[config.mk]
export PLATFORM = sky130hd
export DESIGN_NAME = hall_commutator
export DESIGN_NICKNAME = d
export VERILOG_FILES = /design/src/rtl/hc_pkg.sv /design/src/rtl/hc_dir_sync.sv /design/src/rtl/hc_comm_table.sv /design/src/rtl/hc_chop.sv /design/src/rtl/hall_commutator.sv
export SDC_FILE = /design/constraint.sdc
export NUM_CORES = 1
export LEC_CHECK = 0
export BUFFER_PORTS_ARGS = -buffer_cell sky130_fd_sc_hd__buf_2
export CORE_AREA = 2 2 40 42
export CTS_CLUSTER_SIZE = 12
export DETAILED_ROUTE_END_ITERATION = 16
export DIE_AREA = 0 0 42 44
export PLACE_DENSITY = 0.54
export SLEW_MARGIN = 0
export SYNTH_ARGS = -nofsm -noshare
export SYNTH_HDL_FRONTEND = slang
export SYNTH_SLANG_ARGS = --single-unit
[constraint.sdc]
create_clock -name clk -period 2.71 [get_ports clk]
set_input_delay 0.4065 -clock clk [delete_from_list [all_inputs] [get_ports clk]]
set_output_delay 0.4065 -clock clk [all_outputs]
set_load 0.1 [all_outputs]
[src/rtl/hc_pkg.sv]
package hc_pkg;
    localparam int NUM_PH    = 3;
    localparam int HALL_W    = NUM_PH;
    localparam int SYNC_STG  = 2;

    typedef logic [NUM_PH-1:0] ph_vec_t;
    typedef logic [HALL_W-1:0] hall_t;

    typedef struct packed {
        logic    lim_cut;
        ph_vec_t hs;
        ph_vec_t ls;
    } drv_state_t;

    localparam drv_state_t DRV_RESET = '{lim_cut: 1'b0, hs: '0, ls: '0};
endpackage

[src/rtl/hc_dir_sync.sv]
module hc_dir_sync #(
    parameter int STAGES = hc_pkg::SYNC_STG
) (
    input  logic clk,
    input  logic rst_n,
    input  logic async_in,
    output logic sync_out
);
    logic [STAGES-1:0] chain_q;
    logic [STAGES-1:0] chain_d;

    generate
        if (STAGES == 1) begin : g_one
            always_comb chain_d = async_in;
        end else begin : g_many
            always_comb chain_d = {chain_q[STAGES-2:0], async_in};
        end
    endgenerate

    always_ff @(posedge clk or negedge rst_n) begin
        if (!rst_n) chain_q <= '0;
        else        chain_q <= chain_d;
    end

    assign sync_out = chain_q[STAGES-1];
endmodule

[src/rtl/hc_comm_table.sv]
module hc_comm_table
    import hc_pkg::*;
(
    input  hall_t   hall,
    input  logic    rev,
    output ph_vec_t src,
    output ph_vec_t snk,
    output logic    illegal
);
    hall_t code;

    // Reverse rotation reuses the forward table on the complemented code.
    always_comb code = rev ? ~hall : hall;

    always_comb begin
        src     = '0;
        snk     = '0;
        illegal = 1'b0;
        unique case (code)
            3'b101: begin src = 3'b010; snk = 3'b001; end
            3'b100: begin src = 3'b100; snk = 3'b001; end
            3'b110: begin src = 3'b100; snk = 3'b010; end
            3'b010: begin src = 3'b001; snk = 3'b010; end
            3'b011: begin src = 3'b001; snk = 3'b100; end
            3'b001: begin src = 3'b010; snk = 3'b100; end
            default: illegal = 1'b1;
        endcase
    end
endmodule

[src/rtl/hc_chop.sv]
module hc_chop
    import hc_pkg::*;
(
    input  ph_vec_t snk,
    input  logic    run_ok,
    input  logic    fault_inh,
    input  logic    pwm_gate,
    input  logic    ilim_active,
    input  logic    lim_cut_q,
    output logic    lim_cut_d,
    output ph_vec_t ls_d
);
    logic chop_on;

    // A trip holds for the rest of the period; a low gate starts a new one.
    always_comb lim_cut_d = pwm_gate & (lim_cut_q | ilim_active);

    always_comb chop_on = run_ok & ~fault_inh & pwm_gate & ~ilim_active & ~lim_cut_q;

    always_comb ls_d = chop_on ? snk : '0;
endmodule

[src/rtl/hall_commutator.sv]
module hall_commutator
    import hc_pkg::*;
(
    input  logic       clk,
    input  logic       rst_n,
    input  logic [2:0] hall_lvl,
    input  logic       dir_rev,
    input  logic       stop_req,
    input  logic       fault_inh,
    input  logic       pwm_gate,
    input  logic       ilim_active,
    output logic [2:0] hs_en,
    output logic [2:0] ls_en
);
    drv_state_t st_d, st_q;

    logic    dir_s;
    ph_vec_t src, snk, ls_n;
    logic    illegal;
    logic    run_ok;
    logic    lim_n;

    hc_dir_sync #(.STAGES(SYNC_STG)) u_dir_sync (
        .clk      (clk),
        .rst_n    (rst_n),
        .async_in (dir_rev),
        .sync_out (dir_s)
    );

    hc_comm_table u_table (
        .hall    (hall_lvl),
        .rev     (dir_s),
        .src     (src),
        .snk     (snk),
        .illegal (illegal)
    );

    always_comb run_ok = ~stop_req & ~illegal;

    hc_chop u_chop (
        .snk         (snk),
        .run_ok      (run_ok),
        .fault_inh   (fault_inh),
        .pwm_gate    (pwm_gate),
        .ilim_active (ilim_active),
        .lim_cut_q   (st_q.lim_cut),
        .lim_cut_d   (lim_n),
        .ls_d        (ls_n)
    );

    always_comb begin
        st_d         = st_q;
        st_d.lim_cut = lim_n;
        st_d.hs      = run_ok ? src : '0;
        st_d.ls      = ls_n;
    end

    always_ff @(posedge clk or negedge rst_n) begin
        if (!rst_n) st_q <= DRV_RESET;
        else        st_q <= st_d;
    end

    assign hs_en = st_q.hs;
    assign ls_en = st_q.ls;
endmodule

==> reports/results.txt <==
The synthesized netlist devotes 29.5% of its cell area to simple gates. The I/O pin total is 16. Summed over all cells, the static leakage comes to 0.000245 µW.

In this run the power spent charging and discharging nets is 74.7 µW. The sequential share of the synthesized area was 57.1%; the share of power burned in the clock network was 33.9%. The tools report the number of clock sinks as 9. For this run, design rule violations remaining after detail routing come to 0. In this run the horizontal extent of the chip is 42 µm. Adding up every negative setup slack in the final design gives 0 ps.

The via total after detailed routing came out at 304. The routed design has 746 µm of wire. The flow ran to the end, and the final reports show no timing, DRC or antenna violations. The site row count was 14. The setup path with the least slack is of type reg -> out. Setup violations remaining at the end of the flow were counted as 0. Summing the areas of all fa, ha and maj instances in the mapped netlist gives 0% of the synthesized area.

The tools report the count of different cell masters after synthesis as 10. The signal on the critical path passes through buf_2. Setup slack on the worst reg-to-reg path comes out at 1460 ps. In this run the power density over the cells is 554 nW/µm². The via count of the first global-routing pass is 282, and the share of the synthesized netlist area taken by xor and xnor gates is 0%. In the global route stage, overall resource usage came out at 9.70%. The core box area came out at 1420 µm².

The tools report the reg-to-reg endpoint as hs_en[1]. In the final layout, the share of cells above drive strength 1 is 43.1%. The slowest stage of the critical path is the buf_2 cell. Across all setup checks in the final design, the least slack found is 1310 ps. In this run the tightest slew margin relative to its limit is 67.5%. The type of the tightest min-delay check was in -> reg. The logs give 3 for the total CTS buffers and 42 for the net count after synthesis. Setup repair after global routing left no endpoint under its margin. The dominant combinational cell family by area after synthesis was simple AND/OR/NAND/NOR gates.

For this run, the top clock speed supported by timing is 715 MHz. The tools report the element type at the critical path end as a primary output. For the worst setup path, the data required time is 2300 ps. The final count of pins violating max slew was 0; the final-layout fill cell count was 151. The detail-routed net length per standard cell is 11.1 µm, and the clock input transition at the sequential cells of the worst setup and hold paths is 50 ps. The Yosys step of the flow raised 0 warnings. The repair_antennas step left the layout with diodes totalling 0. Routability-driven placement finished with a final weighted congestion of 0.719. Internal power comes to 210 µW. The detailed router finished its first iteration with 0 violations. Yosys attributes the largest share of cell area to dfrtp_1, nand3b_1, or3b_1.

Data arrives at the worst endpoint at 990 ps. The final critical path takes up 51.6% of the cycle. Registers are responsible for 50.2% of the overall power. The maximum fanout along the worst path is 1, and the power consumption is 285 µW.

The worst register-to-register path begins at u_dir_sync.chain_q[1]. TritonCTS built the clock tree. IR analysis of the VDD net gives a maximum drop of 0.129 mV. The count of buffer and inverter cells on the critical path was 1.

The mapped netlist covers 394 µm². Cell at the root of the clock tree: clkbuf_4. OpenSTA, run right after detailed placement, puts the worst setup slack at 1320 ps. Using the TritonRoute via totals, the vias-per-cell ratio works out to 4.54. The logs give 0 for the remaining antenna violation count and 1 for the first-pass iteration count of the detailed router. The clock arrives with 2.51 ps of skew. Buffers placed on the I/O ports in this run total 15. The switching share of total power is 26.2%, and the buffer depth of the longest clock path is 2. Slew of the pin with the lowest slew margin: 490 ps. The final critical delay including setup and external delays came out at 1400 ps. Number of buffers inserted by post-CTS setup repair: 0. For this configuration, the core starts out at a cell density of 27.8%. Counting cells, the worst reg-to-reg path comes to 2. The number of flip-flops and latches in the synthesized netlist works out to 9. The number of gates resized after CTS was 0. After global routing the overflow that remains totals 0. The tools report the count of H-tree levels built during CTS as 1. The die is 44 µm tall.

The category of cells accounting for the largest share of critical-path delay was buffers and inverters. The number of hold buffers added after cts is 1, and the die footprint is 1850 µm². The synthesized netlist devotes 9.52% of its cell area to compound gates. The first global-routing pass estimated 1220 µm of wire. The critical path ends at hs_en[2]. Max-cap violations in this run came to 0. In the synthesized netlist, the number of instances is 32.

Summed over all instances, the cell type with the most area after synthesis is dfrtp_1. The logic depth of the worst setup path including buffers was 1; the initial antenna violation count was 0. After synthesis, the largest area contributor takes up 57.1% of total cell area.

The clock reaches the later pin of the worst-skew pair after 250 ps. The number of hold-slack violations in the final timing report came out at 0. The critical path's largest stage delay was 420 ps. The layout net count is 62. The tools report the sort of element at the start of the critical path as a flip-flop. After synthesis, the mean cell area works out to 12.3 µm². Of the post-synthesis cell area, the part taken by muxes is 0%. Compared with the post-synthesis result, the final layout area differs by 30.5%. Entering global routing, the biggest net connects 13 pins.

The critical path starts at hs_en[2]. Per report_power, the combinational group accounts for 16.0% of the total.
-- logic make-up after synthesis --
kind of cell / Yosys count
flip-flops: 9
AO/OA/AOI/OAI: 6
buffers and inverters: 2
AND/OR/NAND/NOR: 15
-- cells in the mapped netlist --
cell type / instances
a211oi_1: 3
a21oi_1: 3
buf_6: 1
dfrtp_1: 9
inv_1: 1
nand3b_1: 6
nor2_1: 2
or3b_1: 3
or3b_2: 3
or4_4: 1
-- how the worst min path moves through the flow --
stage	end	cells past startpoint	slack, ps	start
6_report	u_dir_sync.chain_q[0]	1	270	dir_rev
5_1_grt	u_dir_sync.chain_q[0]	1	260	dir_rev
4_1_cts	u_dir_sync.chain_q[0]	1	260	dir_rev
3_5_place_dp	hs_en[1]	1	260	rst_n
3_3_place_gp	hs_en[1]	1	260	rst_n
2_1_floorplan	hs_en[0]	0	110	rst_n
-- power by group through the flow --
stage | registers [µW] | logic [µW] | clock network [µW]
finish | 143 | 45.4 | 96.4
global route | 144 | 48.9 | 111
CTS | 143 | 45.9 | 103
detailed placement | 145 | 44.8 | 0
global placement | 145 | 44.3 | 0
floorplan | 161 | 13.0 | 0
-- per-layer routing --
metal  routed length (µm)  GRT usage, %
met4                   23          13.5
met5                    0             0
met1                  380          12.5
met3                   47         0.417
met2                  295          12.5
-- flip-flops by register name (all words and copies together) (netlist names) --
register and count:
ls_en 3, u_dir_sync.chain_q 2, st_q 1, hs_en 3
-- final cells by class --
class	count	area (µm²)	area share, %
Clock buffer	4	26.3	5.11
Inverter	1	3.75	0.730
Multi-Input combinational cell	21	154	29.9
Sequential cell	9	225	43.8
Tap cell	16	20.0	3.89
Timing Repair Buffer	16	85.1	16.5
-- metrics by stage --
step	util, %	cell area, µm²	hold WS (ps)	instances
finish	36.2	514	270	67
global route	36.2	514	260	67
CTS	36.2	514	263	67
detailed placement	33.7	478	258	62
global placement	33.7	478	260	62
floorplan	-	394	111	32
-- placed cells by master, fill, tap and decap left out, drive strengths merged --
master / count
or3b: 6
dlygate4sd3: 1
a211oi: 3
nor2: 2
a21oi: 3
or4: 1
buf: 15
inv: 1
clkbuf: 4
dfrtp: 9
nand3b: 6
Power figures use the tool's default switching activity.
